==> src/rtl/mhf_pkg.sv <==
package mhf_pkg;
   localparam int CRC_W = 32;

   // One byte of reflected CRC, least significant bit first.
   function automatic logic [CRC_W-1:0] crc_step(input logic [CRC_W-1:0] c,
                                                 input logic [7:0]       b,
                                                 input logic [CRC_W-1:0] poly);
      logic [CRC_W-1:0] r;
      r = c ^ {{(CRC_W-8){1'b0}}, b};
      for (int i = 0; i < 8; i++) begin
         r = r[0] ? ((r >> 1) ^ poly) : (r >> 1);
      end
      return r;
   endfunction
endpackage

==> src/rtl/mhf_crc_acc.sv <==
module mhf_crc_acc
   import mhf_pkg::*;
#(
   parameter int               ADDR_BYTES = 6,
   parameter int               IDX_W      = 8,
   parameter logic [CRC_W-1:0] POLY       = 32'hEDB88320,
   parameter logic [CRC_W-1:0] SEED       = 32'hFFFFFFFF
) (
   input  logic             clk,
   input  logic             rst_n,
   input  logic             byte_valid_i,
   input  logic             byte_first_i,
   input  logic [7:0]       byte_i,
   output logic             done_o,
   output logic             mcast_o,
   output logic [IDX_W-1:0] index_o
);
   localparam int              CNT_W = $clog2(ADDR_BYTES + 1);
   localparam logic [CNT_W-1:0] LAST = CNT_W'(ADDR_BYTES - 1);
   localparam logic [CNT_W-1:0] FULL = CNT_W'(ADDR_BYTES);

   logic [CNT_W-1:0] cnt_q;
   logic [CRC_W-1:0] crc_q;
   logic             mc_q;
   logic             take;
   logic [CRC_W-1:0] crc_base;
   logic [CRC_W-1:0] crc_nxt;

   // a byte counts if it opens an address or continues an open one
   assign take     = byte_valid_i && (byte_first_i || (cnt_q != '0 && cnt_q != FULL));
   assign crc_base = byte_first_i ? SEED : crc_q;
   assign crc_nxt  = crc_step(crc_base, byte_i, POLY);

   always_ff @(posedge clk) begin
      if (!rst_n) begin
         cnt_q <= '0;
         crc_q <= '0;
         mc_q  <= 1'b0;
      end else if (take) begin
         crc_q <= crc_nxt;
         if (byte_first_i) begin
            cnt_q <= CNT_W'(1);
            mc_q  <= byte_i[0];
         end else begin
            cnt_q <= cnt_q + CNT_W'(1);
         end
      end
   end

   generate
      if (ADDR_BYTES == 1) begin : g_single
         assign done_o = byte_valid_i && byte_first_i;
      end else begin : g_multi
         assign done_o = take && !byte_first_i && (cnt_q == LAST);
      end
   endgenerate

   assign mcast_o = byte_first_i ? byte_i[0] : mc_q;
   assign index_o = crc_nxt[CRC_W-1 -: IDX_W];

   a_r10_count_bounded: assert property (@(posedge clk) disable iff (!rst_n)
      cnt_q <= FULL);
endmodule

==> src/rtl/mhf_table.sv <==
module mhf_table #(
   parameter int IDX_W  = 8,
   parameter int WORD_W = 16,
   localparam int BSEL_W = $clog2(WORD_W),
   localparam int WSEL_W = IDX_W - BSEL_W,
   localparam int NWORDS = 2 ** WSEL_W
) (
   input  logic              clk,
   input  logic              rst_n,
   input  logic              wr_en_i,
   input  logic [WSEL_W-1:0] wr_idx_i,
   input  logic [WORD_W-1:0] wr_data_i,
   input  logic [IDX_W-1:0]  look_idx_i,
   output logic              hit_o
);
   logic [NWORDS-1:0][WORD_W-1:0] words;

   for (genvar g = 0; g < NWORDS; g++) begin : g_word
      logic [WORD_W-1:0] w_q;
      always_ff @(posedge clk) begin
         if (!rst_n)
            w_q <= '0;
         else if (wr_en_i && wr_idx_i == WSEL_W'(g))
            w_q <= wr_data_i;
      end
      assign words[g] = w_q;
   end

   logic [WSEL_W-1:0] wsel;
   logic [BSEL_W-1:0] bsel;
   logic [WORD_W-1:0] picked;

   assign wsel   = look_idx_i[IDX_W-1 -: WSEL_W];
   assign bsel   = look_idx_i[BSEL_W-1:0];
   assign picked = words[wsel];
   assign hit_o  = picked[bsel];
endmodule

==> src/rtl/mhf_decide.sv <==
module mhf_decide (
   input  logic clk,
   input  logic rst_n,
   input  logic done_i,
   input  logic promisc_i,
   input  logic hash_en_i,
   input  logic mcast_i,
   input  logic hit_i,
   output logic valid_o,
   output logic accept_o
);
   logic verdict;

   always_comb begin
      if (promisc_i)
         verdict = 1'b1;
      else if (mcast_i && hash_en_i)
         verdict = hit_i;
      else
         verdict = 1'b0;
   end

   always_ff @(posedge clk) begin
      if (!rst_n) begin
         valid_o  <= 1'b0;
         accept_o <= 1'b0;
      end else begin
         valid_o  <= done_i;
         accept_o <= done_i && verdict;
      end
   end

   a_r5_promisc_accepts: assert property (@(posedge clk) disable iff (!rst_n)
      done_i && promisc_i |=> valid_o && accept_o);
   a_r7_hash_off_rejects: assert property (@(posedge clk) disable iff (!rst_n)
      done_i && !promisc_i && !hash_en_i |=> valid_o && !accept_o);
   a_r8_unicast_rejected: assert property (@(posedge clk) disable iff (!rst_n)
      done_i && !promisc_i && !mcast_i |=> !accept_o);
   a_r2_quiet_no_accept: assert property (@(posedge clk) disable iff (!rst_n)
      !valid_o |-> !accept_o);
endmodule

==> src/rtl/mhash_filter.sv <==
module mhash_filter
   import mhf_pkg::*;
#(
   parameter int               ADDR_BYTES = 6,
   parameter int               IDX_W      = 8,
   parameter int               WORD_W     = 16,
   parameter logic [CRC_W-1:0] POLY       = 32'hEDB88320,
   parameter logic [CRC_W-1:0] SEED       = 32'hFFFFFFFF,
   localparam int BSEL_W = $clog2(WORD_W),
   localparam int WSEL_W = IDX_W - BSEL_W
) (
   input  logic              clk,
   input  logic              rst_n,
   input  logic              addr_valid,
   input  logic              addr_first,
   input  logic [7:0]        addr_byte,
   input  logic              cfg_promisc,
   input  logic              cfg_hash_en,
   input  logic              tbl_wr_en,
   input  logic [WSEL_W-1:0] tbl_wr_idx,
   input  logic [WORD_W-1:0] tbl_wr_data,
   output logic              dec_valid,
   output logic              dec_accept
);
   generate
      if (ADDR_BYTES < 1) begin : g_chk_bytes
         $error("ADDR_BYTES must be at least 1");
      end
      if ((WORD_W & (WORD_W - 1)) != 0 || WORD_W < 2) begin : g_chk_word
         $error("WORD_W must be a power of two of at least 2");
      end
      if (IDX_W > CRC_W || IDX_W <= BSEL_W) begin : g_chk_idx
         $error("IDX_W must exceed the bit-select width and fit the CRC");
      end
   endgenerate

   logic             done;
   logic             mcast;
   logic [IDX_W-1:0] index;
   logic             hit;

   mhf_crc_acc #(
      .ADDR_BYTES(ADDR_BYTES),
      .IDX_W     (IDX_W),
      .POLY      (POLY),
      .SEED      (SEED)
   ) u_crc (
      .clk         (clk),
      .rst_n       (rst_n),
      .byte_valid_i(addr_valid),
      .byte_first_i(addr_first),
      .byte_i      (addr_byte),
      .done_o      (done),
      .mcast_o     (mcast),
      .index_o     (index)
   );

   mhf_table #(
      .IDX_W (IDX_W),
      .WORD_W(WORD_W)
   ) u_tbl (
      .clk       (clk),
      .rst_n     (rst_n),
      .wr_en_i   (tbl_wr_en),
      .wr_idx_i  (tbl_wr_idx),
      .wr_data_i (tbl_wr_data),
      .look_idx_i(index),
      .hit_o     (hit)
   );

   mhf_decide u_dec (
      .clk      (clk),
      .rst_n    (rst_n),
      .done_i   (done),
      .promisc_i(cfg_promisc),
      .hash_en_i(cfg_hash_en),
      .mcast_i  (mcast),
      .hit_i    (hit),
      .valid_o  (dec_valid),
      .accept_o (dec_accept)
   );

   a_r2_strobe_after_byte: assert property (@(posedge clk) disable iff (!rst_n)
      dec_valid |-> $past(addr_valid));
endmodule

==> config.mk <==
export PLATFORM = sky130hd
export DESIGN_NAME = mhash_filter
export DESIGN_NICKNAME = d
export VERILOG_FILES = /design/src/rtl/mhf_pkg.sv /design/src/rtl/mhf_crc_acc.sv /design/src/rtl/mhf_table.sv /design/src/rtl/mhf_decide.sv /design/src/rtl/mhash_filter.sv
export SDC_FILE = /design/constraint.sdc
export NUM_CORES = 1
export LEC_CHECK = 0
export ABC_AREA = 1
export BUFFER_PORTS_ARGS = -buffer_cell sky130_fd_sc_hd__buf_2
export CORE_MARGIN = 5
export CORE_UTILIZATION = 57
export CTS_BUF_LIST = sky130_fd_sc_hd__clkbuf_4 sky130_fd_sc_hd__clkbuf_8 sky130_fd_sc_hd__clkbuf_16
export CTS_CLUSTER_DIAMETER = 50
export DETAILED_ROUTE_END_ITERATION = 7
export PLACE_DENSITY = 0.8
export SLEW_MARGIN = 0
export SYNTH_ARGS = -nofsm -noshare
export SYNTH_HDL_FRONTEND = slang
export SYNTH_HIERARCHICAL = 1
export SYNTH_SLANG_ARGS = --single-unit
export TNS_END_PERCENT = 1
==> constraint.sdc <==
create_clock -name clk -period 3.05 [get_ports clk]
set_input_delay 0.61 -clock clk [delete_from_list [all_inputs] [get_ports clk]]
set_output_delay 0.61 -clock clk [all_outputs]
set_load 0.1 [all_outputs]
==> impl_metrics.toml <==
[cts]
cts_resized = 0
cts_made_buffers = 31
cts_sinks = 294
cts.root.buffer_cell = "clkbuf_16"
cts_tree = "yes"
cts_hold_buf = 0
clock_path_buffers = 3
clk_latency_ns = 0.58
post_cts_buffers = 0
clk_pin_slew_ns = 0.06
cts_htree_levels = 1

[sta]
slew_headroom_pct = 36.1
max_freq_mhz = 349
setup_slack_ns = 0.185
setup_violations = 0
final.setup_skew_ns = 0.0138
tightest_slew_ns = 0.959
period_share_pct = 93.9
hold_viol = 0
hold_ws_ns = 0.283
min_period_ns = 2.87
drv_slew = 0
rsz0062_at_grt = "no"
timing.setup.tns_ns = 0

[setup_path]
crit_cells = 22
r2r-end = "u_dec/accept_o$_SDFF_PN0_"
worstPathArrival_ns = 3.34
crit_chain = "o21ai_1 -> nand2_1 -> inv_2 -> nand2_2 -> nand2_4 -> nand2_2 -> nand2_4 -> xor2_2 -> inv_2 -> inv_2 -> buf_12 -> nand3_1 -> nand3_1 -> nand3_1 -> nand3_1 -> nand2_1 -> nand2_1 -> nand3_1 -> nand3_1 -> nand2_1 -> nand3_1 -> a21oi_2"
cp.required_ns = 3.52
cpLargestDelayFamily = "simple AND/OR/NAND/NOR gates"
cpMostUsedCell = "nand3_1"
crit_buf_inv = 4
rrSetupSlack_ns = 0.18
path_max_fanout = 24
end_kind = "flop"
cp-start-kind = "flop"
cp_slowest_cell = "dfxtp_1"
critical_path_class = "flop to flop"
r2r_cells = 22
slowest_delay_ns = 0.33
regToRegStartpoint = "u_crc/crc_q[6]$_SDFFE_PN0P_"

[pwr]
power-per-cell-area_nw_per_um2 = 680
internal-power_mw = 7.40
pwr-share-seq_pct = 36.7
power.total_mw = 11.0
irDropWorstVdd_uv = 554
pwr-share-clk_pct = 36.4
p_leak_nw = 7.26
swShare_pct = 32.9
p_comb_share_pct = 26.9
power_switching_mw = 3.62

[floorplan]
io_pins = 37
initial_core_util_pct = 57.5
core-area_um2 = 25000
die_w_um = 169
die_area_um2 = 28500
fp.dieH_um = 169
rows = 58

[yosys]
yosys.area_share.adder_pct = 0.348
synth_area_leaders = "dfxtp_1, nor2_1, o21ai_0"
avgSynthCellArea_um2 = 6.61
synthCells = 2178
syn_area_um2 = 14400
ys_ff_latch = 294
synth_top_family_by_area = "simple AND/OR/NAND/NOR gates"
synth_xor_area_share_pct = 2.54
synth_nets = 2217
yosys.area_share.simple_pct = 35.4
synth_cell_types = 36
yosysTopAreaCell = "dfxtp_1"
synth_mux_area_share_pct = 0
synth_top_area_share_pct = 40.9
yosysWarningCount = 6
yosysSeqAreaShare_pct = 40.9
synth-compound-area-share_pct = 12.9

[cells_and_area]
mostFrequentLayoutCells = "nor2_1, nand2_1, dfxtp_1, o21ai_0, nand3_1"
diodes = 0
drive_above_1_share_pct = 10.8
fillCellCount = 2205
register_area_um2 = 5890
fin_nets = 2218
final_common_cell = "nor2_1"
multi_input_area_um2 = 7380
stdcell_count = 2531
area_growth_pct = 12.5

[global_route]
grt_max_degree = 240
grt_overflow = 0
grt_pass1_wl_mm = 71.7
antenna_found_initial = 0
grt_pass1_vias = 13777
grt_usage_pct = 30.7

[drt]
routed_wl_mm = 45.2
drt_pass1_iterations = 6
ant_nets = 0
drt_iter0_drc = 1815
via_per_inst = 5.76
vias = 14582
drc_errors = 0
wl_per_cell_um = 17.9

[place]
gp_congestion = 0.957
dp.cells = 2476
hpwl_mm = 28.8
portBuffers = 36
place_ws_ns = -0.285

[worst_hold_path]
hold_path.startpoint = "cfg_promisc"
hold_path_class = "input pin to flop"
hold_depth = 3
hold_end = "u_dec/accept_o$_SDFF_PN0_"

[flow_run]
drv_cap = 0

[outcome]
status = "finished clean"
-- area by class of cell --
type / count / area share, %
Clock buffer: 42 / 5.57
Sequential cell: 294 / 36.3
Timing Repair Buffer: 120 / 6.05
Clock inverter: 13 / 1.14
Inverter: 120 / 2.80
Multi-Input combinational cell: 1612 / 45.5
Tap cell: 330 / 2.55
-- worst max-delay path by stage --
| stage | start | endpoint |
|---|---|---|
| 2_1_floorplan | addr_first | u_dec/accept_o$_SDFF_PN0_ |
| 4_1_cts | u_crc/crc_q[6]$_SDFFE_PN0P_ | u_dec/accept_o$_SDFF_PN0_ |
| 6_report | u_crc/crc_q[6]$_SDFFE_PN0P_ | u_dec/accept_o$_SDFF_PN0_ |
| 3_5_place_dp | addr_first | u_dec/accept_o$_SDFF_PN0_ |
| 3_3_place_gp | addr_first | u_dec/accept_o$_SDFF_PN0_ |
| 5_1_grt | u_crc/crc_q[6]$_SDFFE_PN0P_ | u_dec/accept_o$_SDFF_PN0_ |
-- power by group through the flow --
stage	Sequential, mW	Combinational (mW)	Clock, mW
global placement	4.12	2.85	0
detailed placement	4.12	2.88	0
finish	4.04	2.97	4.01
floorplan	4.10	1.87	0
CTS	4.04	2.90	4.04
global route	4.05	3.18	4.19
-- through the flow --
stage                     utilization, %  area, µm²
after floorplan                        -      14400
after global placement              60.3      15100
after detailed placement            60.3      15100
after CTS                           64.7      16200
after global routing                64.7      16200
final                               64.7      16200
-- cell usage after synthesis --
library cell  instances
nor3_1                2
xnor2_2               4
nor2_2                3
dfxtp_1             294
o221ai_1              2
nand2_4              10
nor2_1              528
inv_1               110
nand2_2              18
ha_1                  4
o21ai_0             285
a21oi_2               1
o21bai_1              1
buf_6                 4
buf_2                33
buf_8                 1
nand4_1               1
xnor2_1              11
clkinv_1              1
xor2_1               14
clkbuf_1             98
o21ai_1               9
inv_4                 1
nor2_4                7
a31oi_1               1
a21oi_1              58
nand2_1             374
inv_2                 8
xor2_2                5
buf_4                11
buf_1                 5
nand3_1             266
o211ai_1              3
o21bai_2              1
o21ai_2               2
nor2_8                2
-- worst reg2reg max path, delay by kind of cell, from the launching register on --
| family | cells | cell delay (ns) |
|---|---|---|
| AOI/OAI and AO/OA | 2 | 0.20 |
| xor gates and xnor gates | 1 | 0.17 |
| buffers and inverters | 4 | 0.51 |
| DFF | 1 | 0.33 |
| and+or+nand+nor | 15 | 1.55 |
-- per-layer routing --
layer	wire [µm]	share of wire [%]	GRT usage (%)
met5	0	0	0
met4	2450	5.4	14.7
met3	3850	8.5	4.86
met2	20600	46	50.6
met1	18300	40	39.5
-- state kept, by name (all words and copies together) (netlist names) --
signal,cells
u_crc/cnt_q,3
u_crc/mc_q,1
u_crc/crc_q,32
u_dec/accept_o,1
u_dec/valid_o,1
u_tbl/g_word.w_q,256
-- logic make-up (layout without fill, tap and decap cells) --
group | Yosys count | count (layout)
AOI/OAI and AO/OA | 363 | 363
xor gates and xnor gates | 34 | 34
adders and majority gates | 4 | 4
buffers and inverters | 272 | 295
DFF | 294 | 294
and+or+nand+nor | 1211 | 1211
No activity file was read; power rests on OpenSTA's default activity.
